`config.mk`:
```
export PLATFORM = sky130hd
export DESIGN_NAME = flit_packer
export DESIGN_NICKNAME = d
export VERILOG_FILES = /design/src/rtl/fpk_pkg.sv /design/src/rtl/fpk_linear_track.sv /design/src/rtl/fpk_seq.sv /design/src/rtl/fpk_out_reg.sv /design/src/rtl/flit_packer.sv
export SDC_FILE = /design/constraint.sdc
export NUM_CORES = 1
export LEC_CHECK = 0
export ABC_AREA = 0
export CAP_MARGIN = 25
export CORE_ASPECT_RATIO = 0.75
export CORE_MARGIN = 2
export CORE_UTILIZATION = 33
export DETAILED_ROUTE_END_ITERATION = 6
export HOLD_SLACK_MARGIN = 0.12
export PLACE_DENSITY = 0.59
export SYNTH_ARGS = -nofsm -noshare
export SYNTH_HDL_FRONTEND = slang
export SYNTH_HIERARCHICAL = 1
export SYNTH_SLANG_ARGS = --single-unit
```
`constraint.sdc`:
```
create_clock -name clk -period 2.2 [get_ports clk]
set_clock_uncertainty 0.15 [all_clocks]
set_input_delay 0.22 -clock clk [delete_from_list [all_inputs] [get_ports clk]]
set_output_delay 0.22 -clock clk [all_outputs]
set_load 0.01 [all_outputs]
```
`src/rtl/fpk_pkg.sv`:
```
package fpk_pkg;
  // header field widths; positions follow from the packing order in hdr_pack
  localparam int DEST_W  = 4;
  localparam int QOS_W   = 4;
  localparam int SZ_W    = 2;
  localparam int HADDR_W = 32;
  localparam int HDR_W   = DEST_W + QOS_W + SZ_W + 1 + HADDR_W + 1;
  localparam int HDR_WR_BIT = DEST_W + QOS_W + SZ_W;

  typedef enum logic [1:0] {ST_IDLE, ST_HDR, ST_BODY} seq_state_e;

  typedef struct packed {
    logic [DEST_W-1:0]  dest;
    logic [QOS_W-1:0]   qos;
    logic [SZ_W-1:0]    szc;
    logic               wr;
    logic [HADDR_W-1:0] addr;
    logic               last;
  } pkt_cmd_t;

  // size code to byte count: 4, 8, 16, 32
  function automatic int unsigned size_bytes(input logic [SZ_W-1:0] c);
    return 32'd4 << c;
  endfunction

  // address a linearly continuing packet must start at
  function automatic logic [HADDR_W-1:0] next_linear(input logic [HADDR_W-1:0] a,
                                                     input logic [SZ_W-1:0] c);
    return a + HADDR_W'(size_bytes(c));
  endfunction

  // header layout, LSB first: dest, qos, size, type, address, continuation
  function automatic logic [HDR_W-1:0] hdr_pack(input pkt_cmd_t c, input logic cont);
    return {cont, c.addr, c.wr, c.szc, c.qos, c.dest};
  endfunction
endpackage

```
`src/rtl/fpk_linear_track.sv`:
```
module fpk_linear_track
  import fpk_pkg::*;
(
  input  logic     clk,
  input  logic     rst_n,
  input  logic     cmd_fire,
  input  pkt_cmd_t cmd,
  output logic     hdr_skip,
  output logic     txn_open
);
  logic               open_q;
  logic               prev_wr_q;
  logic [DEST_W-1:0]  prev_dest_q;
  logic [QOS_W-1:0]   prev_qos_q;
  logic [SZ_W-1:0]    prev_szc_q;
  logic [HADDR_W-1:0] want_addr_q;

  logic same_route;
  logic addr_hit;

  assign same_route = (cmd.dest == prev_dest_q) && (cmd.qos == prev_qos_q) &&
                      (cmd.szc == prev_szc_q);
  assign addr_hit   = (cmd.addr == want_addr_q);
  assign hdr_skip   = open_q && cmd.wr && prev_wr_q && same_route && addr_hit;
  assign txn_open   = open_q;

  always_ff @(posedge clk) begin
    if (!rst_n) begin
      open_q      <= 1'b0;
      prev_wr_q   <= 1'b0;
      prev_dest_q <= '0;
      prev_qos_q  <= '0;
      prev_szc_q  <= '0;
      want_addr_q <= '0;
    end else if (cmd_fire) begin
      open_q      <= !cmd.last;
      prev_wr_q   <= cmd.wr;
      prev_dest_q <= cmd.dest;
      prev_qos_q  <= cmd.qos;
      prev_szc_q  <= cmd.szc;
      want_addr_q <= next_linear(cmd.addr, cmd.szc);
    end
  end
endmodule

```
`src/rtl/fpk_seq.sv`:
```
module fpk_seq
  import fpk_pkg::*;
#(
  parameter  int DATA_W = 64,
  localparam int STRB_W = DATA_W / 8,
  localparam int FLIT_W = DATA_W + STRB_W
)(
  input  logic              clk,
  input  logic              rst_n,
  input  logic              cmd_fire,
  input  pkt_cmd_t          cmd,
  input  logic              hdr_skip,
  input  logic              txn_open,
  input  logic              wdata_valid,
  input  logic [DATA_W-1:0] wdata,
  input  logic [STRB_W-1:0] wstrb,
  output logic              wdata_ready,
  input  logic              can_load,
  output logic              gen_valid,
  output logic [FLIT_W-1:0] gen_flit,
  output logic              gen_hdr,
  output logic              gen_lop,
  output logic              gen_lot,
  output logic              seq_idle
);
  localparam int MAX_BEATS = (32 / STRB_W > 1) ? 32 / STRB_W : 1;
  localparam int CNT_W     = (MAX_BEATS > 1) ? $clog2(MAX_BEATS) : 1;
  localparam int OFF_W     = $clog2(STRB_W);

  // index of the final payload beat for a size code
  function automatic logic [CNT_W-1:0] last_beat(input logic [SZ_W-1:0] c);
    int unsigned b;
    b = size_bytes(c) / STRB_W;
    return (b <= 1) ? '0 : CNT_W'(b - 1);
  endfunction

  // byte lanes covered by a packet narrower than the data word
  function automatic logic [STRB_W-1:0] lane_window(input logic [SZ_W-1:0] c,
                                                    input logic [OFF_W-1:0] off);
    int unsigned b;
    logic [STRB_W-1:0] m;
    b = size_bytes(c);
    if (b >= STRB_W) return '1;
    m = STRB_W'((1 << b) - 1);
    return m << (off & OFF_W'(~(b - 1)));
  endfunction

  seq_state_e       state_q;
  pkt_cmd_t         cur_q;
  logic             cont_q;
  logic [CNT_W-1:0] beat_q;

  logic             beat_end;
  logic             load;
  logic [STRB_W-1:0] body_mask;

  assign beat_end  = (beat_q == last_beat(cur_q.szc));
  assign body_mask = wstrb & lane_window(cur_q.szc, cur_q.addr[OFF_W-1:0]);
  assign seq_idle  = (state_q == ST_IDLE);

  always_comb begin
    gen_valid = 1'b0;
    gen_hdr   = 1'b0;
    gen_lop   = 1'b0;
    gen_flit  = '0;
    case (state_q)
      ST_HDR: begin
        gen_valid = 1'b1;
        gen_hdr   = 1'b1;
        gen_lop   = !cur_q.wr;
        gen_flit  = FLIT_W'(hdr_pack(cur_q, cont_q));
      end
      ST_BODY: begin
        gen_valid = wdata_valid;
        gen_lop   = beat_end;
        gen_flit  = {body_mask, wdata};
      end
      default: ;
    endcase
    gen_lot = gen_lop && cur_q.last;
  end

  assign load        = gen_valid && can_load;
  assign wdata_ready = (state_q == ST_BODY) && can_load;

  always_ff @(posedge clk) begin
    if (!rst_n) begin
      state_q <= ST_IDLE;
      cur_q   <= '0;
      cont_q  <= 1'b0;
      beat_q  <= '0;
    end else begin
      case (state_q)
        ST_IDLE: if (cmd_fire) begin
          cur_q   <= cmd;
          cont_q  <= txn_open;
          beat_q  <= '0;
          state_q <= hdr_skip ? ST_BODY : ST_HDR;
        end
        ST_HDR: if (load) state_q <= cur_q.wr ? ST_BODY : ST_IDLE;
        ST_BODY: if (load) begin
          if (beat_end) begin
            state_q <= ST_IDLE;
            beat_q  <= '0;
          end else begin
            beat_q  <= beat_q + 1'b1;
          end
        end
        default: state_q <= ST_IDLE;
      endcase
    end
  end
endmodule

```
`src/rtl/fpk_out_reg.sv`:
```
module fpk_out_reg #(
  parameter int W = 75
)(
  input  logic         clk,
  input  logic         rst_n,
  input  logic         in_valid,
  input  logic [W-1:0] in_data,
  output logic         can_load,
  output logic         out_valid,
  output logic [W-1:0] out_data,
  input  logic         out_ready
);
  logic         v_q;
  logic [W-1:0] d_q;

  assign can_load  = !v_q || out_ready;
  assign out_valid = v_q;
  assign out_data  = d_q;

  always_ff @(posedge clk) begin
    if (!rst_n) begin
      v_q <= 1'b0;
      d_q <= '0;
    end else if (can_load) begin
      v_q <= in_valid;
      if (in_valid) d_q <= in_data;
    end
  end
endmodule

```
`src/rtl/flit_packer.sv`:
```
module flit_packer
  import fpk_pkg::*;
#(
  parameter  int DATA_W = 64,   // 64 or wider so a header fits in one flit
  localparam int STRB_W = DATA_W / 8,
  localparam int FLIT_W = DATA_W + STRB_W
)(
  input  logic               clk,
  input  logic               rst_n,
  input  logic               cmd_valid,
  output logic               cmd_ready,
  input  logic [DEST_W-1:0]  cmd_dest,
  input  logic [QOS_W-1:0]   cmd_qos,
  input  logic               cmd_write,
  input  logic [HADDR_W-1:0] cmd_addr,
  input  logic [SZ_W-1:0]    cmd_size,
  input  logic               cmd_last,
  input  logic               wdata_valid,
  output logic               wdata_ready,
  input  logic [DATA_W-1:0]  wdata,
  input  logic [STRB_W-1:0]  wstrb,
  output logic               flit_valid,
  input  logic               flit_ready,
  output logic [FLIT_W-1:0]  flit_data,
  output logic               flit_hdr,
  output logic               flit_lop,
  output logic               flit_lot
);
  localparam int OUT_W = FLIT_W + 3;

  pkt_cmd_t          cmd;
  logic              cmd_fire;
  logic              hdr_skip;
  logic              txn_open;
  logic              seq_idle;
  logic              can_load;
  logic              gen_valid;
  logic [FLIT_W-1:0] gen_flit;
  logic              gen_hdr;
  logic              gen_lop;
  logic              gen_lot;
  logic [OUT_W-1:0]  out_bus;

  assign cmd = '{dest: cmd_dest, qos: cmd_qos, szc: cmd_size, wr: cmd_write,
                 addr: cmd_addr, last: cmd_last};

  // a fresh transaction waits for the output to drain
  assign cmd_ready = seq_idle && (txn_open || !flit_valid);
  assign cmd_fire  = cmd_valid && cmd_ready;

  fpk_linear_track u_track (
    .clk      (clk),
    .rst_n    (rst_n),
    .cmd_fire (cmd_fire),
    .cmd      (cmd),
    .hdr_skip (hdr_skip),
    .txn_open (txn_open)
  );

  fpk_seq #(.DATA_W(DATA_W)) u_seq (
    .clk         (clk),
    .rst_n       (rst_n),
    .cmd_fire    (cmd_fire),
    .cmd         (cmd),
    .hdr_skip    (hdr_skip),
    .txn_open    (txn_open),
    .wdata_valid (wdata_valid),
    .wdata       (wdata),
    .wstrb       (wstrb),
    .wdata_ready (wdata_ready),
    .can_load    (can_load),
    .gen_valid   (gen_valid),
    .gen_flit    (gen_flit),
    .gen_hdr     (gen_hdr),
    .gen_lop     (gen_lop),
    .gen_lot     (gen_lot),
    .seq_idle    (seq_idle)
  );

  fpk_out_reg #(.W(OUT_W)) u_out (
    .clk       (clk),
    .rst_n     (rst_n),
    .in_valid  (gen_valid),
    .in_data   ({gen_lot, gen_lop, gen_hdr, gen_flit}),
    .can_load  (can_load),
    .out_valid (flit_valid),
    .out_data  (out_bus),
    .out_ready (flit_ready)
  );

  assign {flit_lot, flit_lop, flit_hdr, flit_data} = out_bus;
endmodule

```
==> impl_summary.log <==
INFO  metric timing.reg2reg.setup_slack = ~0.07 ns
INFO  metric areaGrowthSynthToFinish = 43.2%
INFO  metric worst-path-max-fanout = 20
INFO  metric core_region_area = between 0.02 and 0.03 mm2
INFO  metric post_dp_cell_area = 0.0116 mm2
INFO  metric intPower = just under 0.007 W
INFO  metric grt_overflow_total = 0
INFO  metric most_common_cell_on_crit_path = sky130_fd_sc_hd__nand3_1
INFO  metric worstReg2RegEnd = u_seq/state_q[1]$_SDFFE_PN0P_
INFO  metric cts_buffers = 17
INFO  metric io_pins = 199
INFO  metric critical-path-top-delay-family = simple AND/OR/NAND/NOR gates
INFO  metric end_kind = register
INFO  metric async_set_or_reset_flop_fraction_in_the_synthesized_netlist = 0
INFO  metric timing.max_slew.rel_slack = 0.525
INFO  metric mappedNetlistArea = between 0.008 and 0.009 mm2
INFO  metric postRouteWirelength = between 20000 and 30000 um
INFO  metric synth.area.top_cells = sky130_fd_sc_hd__dfxtp_1 (39%), sky130_fd_sc_hd__nand2_1 (11%), sky130_fd_sc_hd__mux2i_1 (11%)
INFO  metric tightestPinTransition = 0.713 ns
INFO  metric peakVddDrop = ~0.00060 V
INFO  metric synth_area_per_cell = approximately 8.4 um2
INFO  metric postSynthRegisterBits = approximately 170
INFO  metric final_setup_vio_count = 0
INFO  metric post-synth-top-area-cell = sky130_fd_sc_hd__dfxtp_1
INFO  metric clock_path_buffers = 2
INFO  metric dieArea = 0.0274 mm2
INFO  metric power_switching = 0.00362 W
INFO  metric cp-start-kind = input port
INFO  metric dr.first_iter.drc_count = 500
INFO  metric cp-endpoint = u_track/want_addr_q[27]$_SDFFE_PN0P_
INFO  metric worst_slack_placed = -0.583 ns
INFO  metric clock_latency_of_the_later_clocked_register_in_the_worst_skew_pair = 0.43 ns
INFO  metric post_drt_wl_per_cell = 17.0 um
INFO  metric dpl.hpwl = 20400 um
INFO  metric drive_gt1_frac = 0.145
INFO  metric vias = 8400
INFO  metric postSynthNetCount = 1152
INFO  metric grt_pass1_wl = between 40000 and 50000 um
INFO  metric fraction_of_power_consumed_by_sequential_logic = 0.357
INFO  metric grt_max_degree = 76
INFO  metric mostFrequentLayoutCells = sky130_fd_sc_hd__nand2_1 (256), sky130_fd_sc_hd__clkdlybuf4s50_1 (192), sky130_fd_sc_hd__dfxtp_1 (169)
INFO  metric cts-root-buf = sky130_fd_sc_hd__clkbuf_16
INFO  metric placement.io_buffers = just under 200
INFO  metric number_of_gates_on_the_worst_path_with_buffers_counted = 7
INFO  metric worst_slack = 0.0693 ns
INFO  metric route.detailed.vias_per_inst = 5.09
INFO  metric globalRouteTotalUtil = 0.202
INFO  metric setup.worst_path.start = cmd_addr[4]
INFO  metric power_density = 854 mW/mm2
INFO  metric route.antenna.remaining_nets = 0
INFO  metric worst_r2r_src = u_track/want_addr_q[16]$_SDFFE_PN0P_
INFO  metric crit_chain = clkdlybuf4s50_1, ha_1, nand3_1, a2bb2oi_1, buf_4, or4_2, nand3_1
INFO  metric timing_max_transition_violations_final = 0
INFO  metric hold_path_class = input port to register
INFO  metric antenna-diode-count = 0
INFO  metric mostFrequentLayoutCell = sky130_fd_sc_hd__nand2_1
INFO  metric postSynth.topFlopCell = sky130_fd_sc_hd__dfxtp_1
INFO  metric clock-sinks = between 150 and 200
INFO  metric period_share = 0.968
INFO  metric data_required_time_of_the_worst_path = roughly 2.4 ns
INFO  metric worst_setup_hold_path_clk_slew = 0.07 ns
INFO  metric fp.dieH = 144 um
INFO  metric finalWeightedCongestion = 0.875
INFO  metric p_comb_frac = 0.370
INFO  metric grt_antenna_before_repair = 0
INFO  metric fmax = 469 MHz
INFO  metric timing.critical_path.buf_inv = 2
INFO  metric worst-r2r-cell-count = 7
INFO  metric grt_pass1_vias = 7858
INFO  metric finalWorstPathRequiredPeriod = approximately 2.1 ns
INFO  metric filler_cell_count = 2499
INFO  metric crit_path_top_delay_cell = sky130_fd_sc_hd__or4_2
INFO  metric final_hold_viol_count = 0
INFO  metric fin_nets = 1423
INFO  metric starting_density_of_the_core = 0.334
INFO  metric drv_cap = 0
INFO  metric drc_violations_left = 0
INFO  metric run_status = finished clean
INFO  metric cpPeakStageDelay = around 0.65 ns
INFO  metric yosysTopAreaCellShare = 0.393
INFO  metric cts_tree = built
INFO  metric clockPowerShare = 0.273
INFO  metric yosysUniqueCellTypes = 66
INFO  metric synth-edff-count = 0
INFO  metric path_class = input port to register
INFO  metric cts_htree_levels = 4
INFO  metric multiInputGateArea = 0.00481 mm2
INFO  metric std_cell_rows = 51
INFO  metric ys_seq_area_frac = 0.393
INFO  metric power.share.switching = 0.344
INFO  metric regArea = 0.00338 mm2
INFO  metric synthCells = 1023
INFO  metric floorplan.die.width = 190 um
INFO  metric post_layout_total_power = 0.0105 W
INFO  metric ys.warnings.count = 6
INFO  metric design_area = 0.0123 mm2
INFO  metric cellLeakagePower = about 4.6 nW
INFO  metric detailedRoute.firstPassIterationCount = 5
INFO  metric critPathArrivalTime = 2.35 ns
## worst min-delay path, cell delays in order
cell	delay (ns)
sky130_fd_sc_hd__dlymetal6s2s_1	0.14
sky130_fd_sc_hd__buf_4	0.16
sky130_fd_sc_hd__nand2_1	0.06
sky130_fd_sc_hd__a21oi_1	0.05
## routing by layer
| metal | wire length [um] | part of all wire | track usage | vias to the layer above |
|---|---|---|---|---|
| met5 | 0 | 0 | 0 | - |
| met4 | 493 | 0.018 | 0.0620 | 0 |
| met3 | 1850 | 0.066 | 0.0479 | 25 |
| met2 | 12200 | 0.44 | 0.306 | 283 |
| met1 | 13400 | 0.48 | 0.282 | 3967 |
| li1 | - | - | - | 4125 |
## logic make-up (layout without fill, tap and decap cells)
logic type / Yosys count / after routing / synth area share
AO/OA/AOI/OAI: 182 / 182 / 0.146
XOR/XNOR: 46 / 46 / 0.0468
adder cells (fa/ha/maj): 8 / 8 / 0.0125
buffers and inverters: 91 / 374 / 0.0574
flip-flops: 169 / 169 / 0.393
multiplexers: 91 / 91 / 0.106
AND/OR/NAND/NOR: 436 / 436 / 0.239
## cell type report
type,instances,share of cell area
Clock inverter,8,0.00579
Timing Repair Buffer,330,0.252
Sequential cell,169,0.275
Multi-Input combinational cell,763,0.390
Tap cell,344,0.0349
Clock buffer,23,0.0388
Inverter,13,0.00396
## synthesized netlist by cell type (11+ instances only)
cell                       instances
sky130_fd_sc_hd__nand2_1         256
sky130_fd_sc_hd__dfxtp_1         169
sky130_fd_sc_hd__mux2i_1          91
sky130_fd_sc_hd__a21oi_1          54
sky130_fd_sc_hd__a22o_1           44
sky130_fd_sc_hd__clkbuf_1         43
sky130_fd_sc_hd__xor2_1           34
sky130_fd_sc_hd__nor2_1           32
sky130_fd_sc_hd__and3_1           28
sky130_fd_sc_hd__o21ai_0          23
sky130_fd_sc_hd__nand3_1          21
sky130_fd_sc_hd__and2_1           20
sky130_fd_sc_hd__buf_2            17
sky130_fd_sc_hd__nor4_1           14
sky130_fd_sc_hd__inv_1            13
sky130_fd_sc_hd__nand4_1          12
sky130_fd_sc_hd__o31ai_1          12
sky130_fd_sc_hd__xnor2_1          12
sky130_fd_sc_hd__or4_1            11
## timing repair
item                                   in CTS  in global routing
pin swaps                                   3                  8
setup endpoints to repair                  16                  9
hold buffers                                1                  2
gates cloned                                0                  0
resized for setup                          11                  9
endpoints found under the hold margin       5                  2
setup buffers                               0                  6
## stage by stage
| stage | setup TNS (ns) | utilization | std cells | hold WS, ns |
|---|---|---|---|---|
| after floorplan | -0.00428 | - | 1023 | 0.169 |
| after global placement | -11.16 | 0.451 | 1610 | 0.290 |
| after detailed placement | -12.15 | 0.451 | 1610 | 0.298 |
| after CTS | 0 | 0.474 | 1642 | 0.164 |
| after global routing | -0.0192 | 0.478 | 1650 | 0.125 |
| final | 0 | 0.478 | 1650 | 0.0951 |
## sequential cells by signal, indices dropped and copies added, names as in the netlist
name,cells
u_seq/state_q,2
u_seq/cur_q,44
u_seq/cont_q,1
u_seq/beat_q,2
u_track/txn_open,1
u_track/prev_dest_q,4
u_track/prev_szc_q,2
u_track/prev_wr_q,1
u_track/want_addr_q,32
u_track/prev_qos_q,4
u_out/out_data,75
u_out/out_valid,1
## power by group through the flow
stage	combinational, W	clock [W]	sequential (W)
finish	0.00390	0.00287	0.00375
global route	0.00425	0.00312	0.00380
CTS	0.00379	0.00296	0.00375
detailed placement	0.00375	0	0.00381
global placement	0.00374	0	0.00380
floorplan	0.00248	0	0.00373
## how the worst min path moves through the flow
stage,slack (ns),start,to,cells after the start
floorplan,0.17,cmd_last,u_track/txn_open$_SDFFE_PN0P_,1
global placement,0.29,u_out/out_data[55]$_SDFFE_PN0P_,u_out/out_data[55]$_SDFFE_PN0P_,2
detailed placement,0.30,u_seq/cur_q[18]$_SDFFE_PN0P_,u_seq/cur_q[18]$_SDFFE_PN0P_,2
CTS,0.16,cmd_size[0],u_track/prev_szc_q[0]$_SDFFE_PN0P_,4
global route,0.12,cmd_size[1],u_seq/cur_q[35]$_SDFFE_PN0P_,4
finish,0.1,cmd_addr[2],u_seq/cur_q[3]$_SDFFE_PN0P_,4
Power figures use the tool's default switching activity.
